**src/rtl/bitposExtPkg.sv**
```systemverilog
package bitposExtPkg;

  // Named flag positions inside the flag word
  localparam int FLAG_CF  = 0;
  localparam int FLAG_ZF  = 6;
  localparam int FLAG_ECF = 10;
  localparam int FLAG_EZF = 11;

  typedef enum logic [2:0] {
    MERGE_BYTE  = 3'd0,
    MERGE_HALF  = 3'd1,
    MERGE_WORDZ = 3'd2,
    MERGE_FULL  = 3'd3,
    MERGE_NONE  = 3'd4
  } mergeKind_e;

  typedef struct packed {
    logic       signOp;
    logic       flagWrite;
    logic [5:0] posMask;
    mergeKind_e mergeKind;
  } extStrobes_t;

  // Expand the four-bit selection mask into flag-word positions
  function automatic logic [15:0] flagSelect(input logic [3:0] mask);
    logic [15:0] sel;
    sel = '0;
    sel[FLAG_CF]  = mask[0];
    sel[FLAG_ECF] = mask[1];
    sel[FLAG_ZF]  = mask[2];
    sel[FLAG_EZF] = mask[3];
    return sel;
  endfunction

endpackage

```
**src/rtl/bitposExtCtrl.sv**
```systemverilog
module bitposExtCtrl
  import bitposExtPkg::*;
#(
  parameter int LOG_W = 6
) (
  input  logic              opSign,
  input  logic [1:0]        sizeCode,
  input  logic              flagEn,
  output extStrobes_t       strobes
);

  always_comb begin
    strobes.signOp    = opSign;
    strobes.flagWrite = opSign & flagEn;
    // Position mask is (size in bits - 1)
    unique case (sizeCode)
      2'd0:    strobes.posMask = 6'd7;
      2'd1:    strobes.posMask = 6'd15;
      2'd2:    strobes.posMask = 6'd31;
      default: strobes.posMask = 6'd63;
    endcase
    if (!opSign) begin
      strobes.mergeKind = MERGE_NONE;
    end else begin
      unique case (sizeCode)
        2'd0:    strobes.mergeKind = MERGE_BYTE;
        2'd1:    strobes.mergeKind = MERGE_HALF;
        2'd2:    strobes.mergeKind = MERGE_WORDZ;
        default: strobes.mergeKind = MERGE_FULL;
      endcase
    end
  end

endmodule

```
**src/rtl/bitposExtDatapath.sv**
```systemverilog
module bitposExtDatapath
  import bitposExtPkg::*;
#(
  parameter int DATA_W = 64,
  parameter int POS_W  = 8,
  parameter int FLAG_W = 16
) (
  input  extStrobes_t        strobes,
  input  logic [DATA_W-1:0]  srcVal,
  input  logic [POS_W-1:0]   posVal,
  input  logic [DATA_W-1:0]  dstIn,
  input  logic [FLAG_W-1:0]  flagsIn,
  input  logic [3:0]         extMask,
  output logic [DATA_W-1:0]  dstNext,
  output logic [FLAG_W-1:0]  flagsNext
);

  localparam int LOG_W = $clog2(DATA_W);
  localparam logic [LOG_W-1:0] TOP_POS = LOG_W'(DATA_W - 1);
  localparam logic [POS_W-1:0] TOP_RAW = POS_W'(DATA_W - 1);

  logic [LOG_W-1:0]  bitPos;
  logic              signBit;
  logic [DATA_W-1:0] keepMask;
  logic [DATA_W-1:0] signVal;
  logic [LOG_W-1:0]  zeroPos;
  logic [DATA_W-1:0] zeroMask;
  logic [DATA_W-1:0] zeroVal;
  logic [FLAG_W-1:0] flagSel;

  // Sign path: wrapped position and fill
  always_comb begin
    bitPos   = posVal[LOG_W-1:0] & strobes.posMask[LOG_W-1:0];
    signBit  = srcVal[bitPos];
    keepMask = {DATA_W{1'b1}} >> (TOP_POS - bitPos);
    signVal  = signBit ? (srcVal | ~keepMask) : (srcVal & keepMask);
  end

  // Zero path: raw position, saturated at the top bit
  always_comb begin
    zeroPos  = (posVal >= TOP_RAW) ? TOP_POS : posVal[LOG_W-1:0];
    zeroMask = {DATA_W{1'b1}} >> (TOP_POS - zeroPos);
    zeroVal  = srcVal & zeroMask;
  end

  // Size merge
  always_comb begin
    unique case (strobes.mergeKind)
      MERGE_BYTE:  dstNext = {dstIn[DATA_W-1:8], signVal[7:0]};
      MERGE_HALF:  dstNext = {dstIn[DATA_W-1:16], signVal[15:0]};
      MERGE_WORDZ: dstNext = {{(DATA_W-32){1'b0}}, signVal[31:0]};
      MERGE_FULL:  dstNext = signVal;
      default:     dstNext = zeroVal;
    endcase
  end

  // Flag update
  always_comb begin
    flagSel = FLAG_W'(flagSelect(extMask));
    if (!strobes.flagWrite)
      flagsNext = flagsIn;
    else if (signBit)
      flagsNext = flagsIn | flagSel;
    else
      flagsNext = flagsIn & ~flagSel;
  end

endmodule

```
**src/rtl/bitposExtender.sv**
```systemverilog
module bitposExtender
  import bitposExtPkg::*;
#(
  parameter int DATA_W = 64,
  parameter int POS_W  = 8,
  parameter int FLAG_W = 16
) (
  input  logic              clk,
  input  logic              rstN,
  input  logic              inValid,
  input  logic              opSign,
  input  logic [1:0]        sizeCode,
  input  logic [DATA_W-1:0] srcVal,
  input  logic [POS_W-1:0]  posVal,
  input  logic [DATA_W-1:0] dstIn,
  input  logic [FLAG_W-1:0] flagsIn,
  input  logic              flagEn,
  input  logic [3:0]        extMask,
  output logic              outValid,
  output logic [DATA_W-1:0] dstOut,
  output logic [FLAG_W-1:0] flagsOut
);

  localparam int LOG_W = $clog2(DATA_W);

  extStrobes_t       strobes;
  logic [DATA_W-1:0] dstNext;
  logic [FLAG_W-1:0] flagsNext;

  bitposExtCtrl #(.LOG_W(LOG_W)) ctrl (
    .opSign   (opSign),
    .sizeCode (sizeCode),
    .flagEn   (flagEn),
    .strobes  (strobes)
  );

  bitposExtDatapath #(.DATA_W(DATA_W), .POS_W(POS_W), .FLAG_W(FLAG_W)) dp (
    .strobes   (strobes),
    .srcVal    (srcVal),
    .posVal    (posVal),
    .dstIn     (dstIn),
    .flagsIn   (flagsIn),
    .extMask   (extMask),
    .dstNext   (dstNext),
    .flagsNext (flagsNext)
  );

  always_ff @(posedge clk or negedge rstN) begin
    if (!rstN) begin
      outValid <= 1'b0;
      dstOut   <= '0;
      flagsOut <= '0;
    end else begin
      outValid <= inValid;
      if (inValid) begin
        dstOut   <= dstNext;
        flagsOut <= flagsNext;
      end
    end
  end

endmodule

```
**config.mk**
```make
export PLATFORM = sky130hd
export DESIGN_NAME = bitposExtender
export DESIGN_NICKNAME = d
export VERILOG_FILES = /design/src/rtl/bitposExtPkg.sv /design/src/rtl/bitposExtCtrl.sv /design/src/rtl/bitposExtDatapath.sv /design/src/rtl/bitposExtender.sv
export SDC_FILE = /design/constraint.sdc
export NUM_CORES = 1
export LEC_CHECK = 0
export BUFFER_PORTS_ARGS = -buffer_cell sky130_fd_sc_hd__buf_2
export CAP_MARGIN = 10
export CELL_PAD_IN_SITES_DETAIL_PLACEMENT = 2
export CELL_PAD_IN_SITES_GLOBAL_PLACEMENT = 2
export CORE_MARGIN = 2
export CORE_UTILIZATION = 32
export DETAILED_ROUTE_END_ITERATION = 6
export PLACE_DENSITY = 0.89
export RECOVER_POWER = 50
export SYNTH_ARGS = -nofsm -noshare
export SYNTH_HDL_FRONTEND = slang
export SYNTH_HIERARCHICAL = 1
export SYNTH_SLANG_ARGS = --single-unit
```
**constraint.sdc**
```tcl
create_clock -name clk -period 1.7 [get_ports clk]
set_input_delay 0.17 -clock clk [delete_from_list [all_inputs] [get_ports clk]]
set_output_delay 0.17 -clock clk [all_outputs]
set_load 0.1 [all_outputs]
```
==> key figures <==
Floorplan
  • Core area: about 21000 sq um
  • Die area: 22770 sq um
  • Die Span X: 150.9 microns
  • Initial Util: about a third
  • Die Y: 150.9 microns
  • Ports: 244
  • # rows: between 50 and 60

Worst setup path
  • Worst setup path start: posVal[1]
  • Worst R2R Start: dstOut[5]
  • Startpoint types: input port
  • Worst path required time: just under 2 ns
  • CP Class: input port to register
  • Critical path data arrival time: roughly 2.7 ns
  • Crit Path Max Fanout: 7
  • Crit end category: register

Hold path
  • Hold_sp: flagsIn[1]
  • Worst hold path type: input port to register

CTS
  • Clock Tree Buf Depth: 2
  • Root buffer cell: clkbuf_16
  • CTS tree: built
  • Clock Sinks: 81
  • Worst skew pair latency: 0.37 ns
  • CTS H-tree depth: 3
  • Reg clk slew, reported paths: 0.09 ns
  • Inserted Clock Buffers: 9

Global route
  • GRT Residual Overflow: 0
  • Largest net degree at the start of global routing: 39
  • Initial antenna violation count: 5
  • Total GRT Usage: 44.86%
  • First-pass GRT wire length: 73.26 mm
  • Vias in the first global route: 10290

Drt
  • Routed len/inst: 41.17 microns
  • Initial drt markers: 1015
  • Via count: 10030
  • Post-route DRC violation count: 0
  • Vias/cell: 6.960
  • Routed Antenna Nets: 0
  • Detailed Route WL: 59.32 mm
  • TritonRoute pass-1 iters: 7

Flow run
  • MaxCap Viol Count: 0

Cells and area
  • FILL cells: 2158
  • Nets: between 1000 and 1500
  • Commonest non-fill, non-tap cell in the layout: buf_4
  • Most frequent cells in the layout: buf_4 (232), buf_2 (231), dfrtp_1 (81)
  • Multi-input logic area: 5027 sq um
  • Share of layout cells above drive strength 1: 60.53%
  • Register area: 2027 sq um
  • Layout Area Growth over Synthesis: 63.30%

Synth
  • Avg Cell Area, Syn: 9.540 sq um
  • Syn Inst Count: approximately 720
  • Yosys warnings: 6
  • Mapped cell area: 6907 sq um

Power
  • VDD IR max: 0.0005769 V
  • Switching pwr: 5.494 mW
  • PwrDens: 926.0 nW/um^2
  • Switching share of total power: 52.61%
  • Pleak: 5.186 nW
  • Sequential power share: 23.3%
  • Internal: 4.949 mW
  • Clock share of power: 20.8%
  • Combinational share of power: around 56%

Timing
  • Worst rel slew slack: 28.83%
  • Final setup violation count: 67
  • Fin crit period: 2.388 ns
  • Sum Neg Setup Slack: -39.34 ns
  • Endpoints failing hold: 0
  • Actual slew at the worst max-slew pin: 1.056 ns
  • Worst Setup Slack, final: -0.6878 ns
  • Post-Route Skew: 0 ns
  • Tcrit/Tclk final: 140.5%
  • Unrepaired setup endpoints after global routing: true
  • Slew Viols, Final: 0
  • Max Fclk: 418.8 MHz

Run status
  • Failing checks: setup timing
  • Status: complete, but fails checks

Placed design
  • HPWL Detailed: 33.89 mm
  • # port buffers: approximately 240
  • Setup Slack @ Placement: -1.014 ns
  • RePlAce Congestion: 1.007
layout make-up:
cell class              instances  share of cell area [%]
repair buffers                506                   31.70
diodes                          3                 0.06656
inverters                       3                 0.09984
multi-input cells             557                   44.58
flip-flops and latches         81                   17.97
clock buffers                   9                   1.997
clock inverters                 7                  0.5436
well taps                     275                   3.051
per-layer routing:
metal	vias to the layer above	GRT usage, %	wire [microns]
li1	3657	-	-
met5	-	0	28
met3	450	11.20	6322
met4	4	29.58	6550
met1	4950	51.92	20030
met2	969	73.59	26390
flip-flops by register name, summed over array words and instances (netlist names):
| signal | flops |
|---|---|
| dstOut | 64 |
| flagsOut | 16 |
| outValid | 1 |
worst max-delay path: stages:
cell	delay, ns
buf_2	0.12
and2_1	0.23
buf_6	0.19
buf_4	0.14
mux4_2	0.33
a22oi_2	0.29
nand3_4	0.22
buf_4	0.20
buf_6	0.12
a41oi_2	0.25
o21ai_2	0.11
mux2_4	0.27
final timing paths:
kind,end,slack [ns],cells past startpoint
max,dstOut[1],-0.69,12
min,flagsOut[1],0.006,2
max reg2reg,dstOut[5],0.79,1
min reg2reg,flagsOut[14],0.50,1
max in group asynchronous,dstOut[38],0.17,3
min in group asynchronous,dstOut[3],0.41,2
through the flow:
stage	total power, mW	area (sq um)	util (%)	hold slack, ns	std cells
floorplan	5.644	7008	-	-0.1256	726
global placement	6.920	9856	46.74	0.1176	1386
detailed placement	7.158	9856	46.74	0.1289	1386
CTS	9.731	10980	52.07	0.02548	1429
global route	10.54	11270	53.46	0.004900	1439
finish	10.44	11280	53.48	0.005897	1441
timing repair:
item | 4_1_cts | 5_1_grt
hold endpoints to repair | 26 | 0
hold buffers | 1 | 0
gates resized for setup | 125 | 52
cloned | 3 | 1
setup endpoints to repair | 67 | 67
setup buffers | 23 | 10
pin swaps | 35 | 32
power groups by stage:
stage / clock network, mW / logic, mW / registers, mW
floorplan: 0 / 1.32 / 4.33
global placement: 0 / 4.53 / 2.39
detailed placement: 0 / 4.75 / 2.40
CTS: 2.07 / 5.28 / 2.38
global route: 2.24 / 5.86 / 2.44
finish: 2.18 / 5.83 / 2.43
Note: power is estimated with default switching activity, not from simulation.
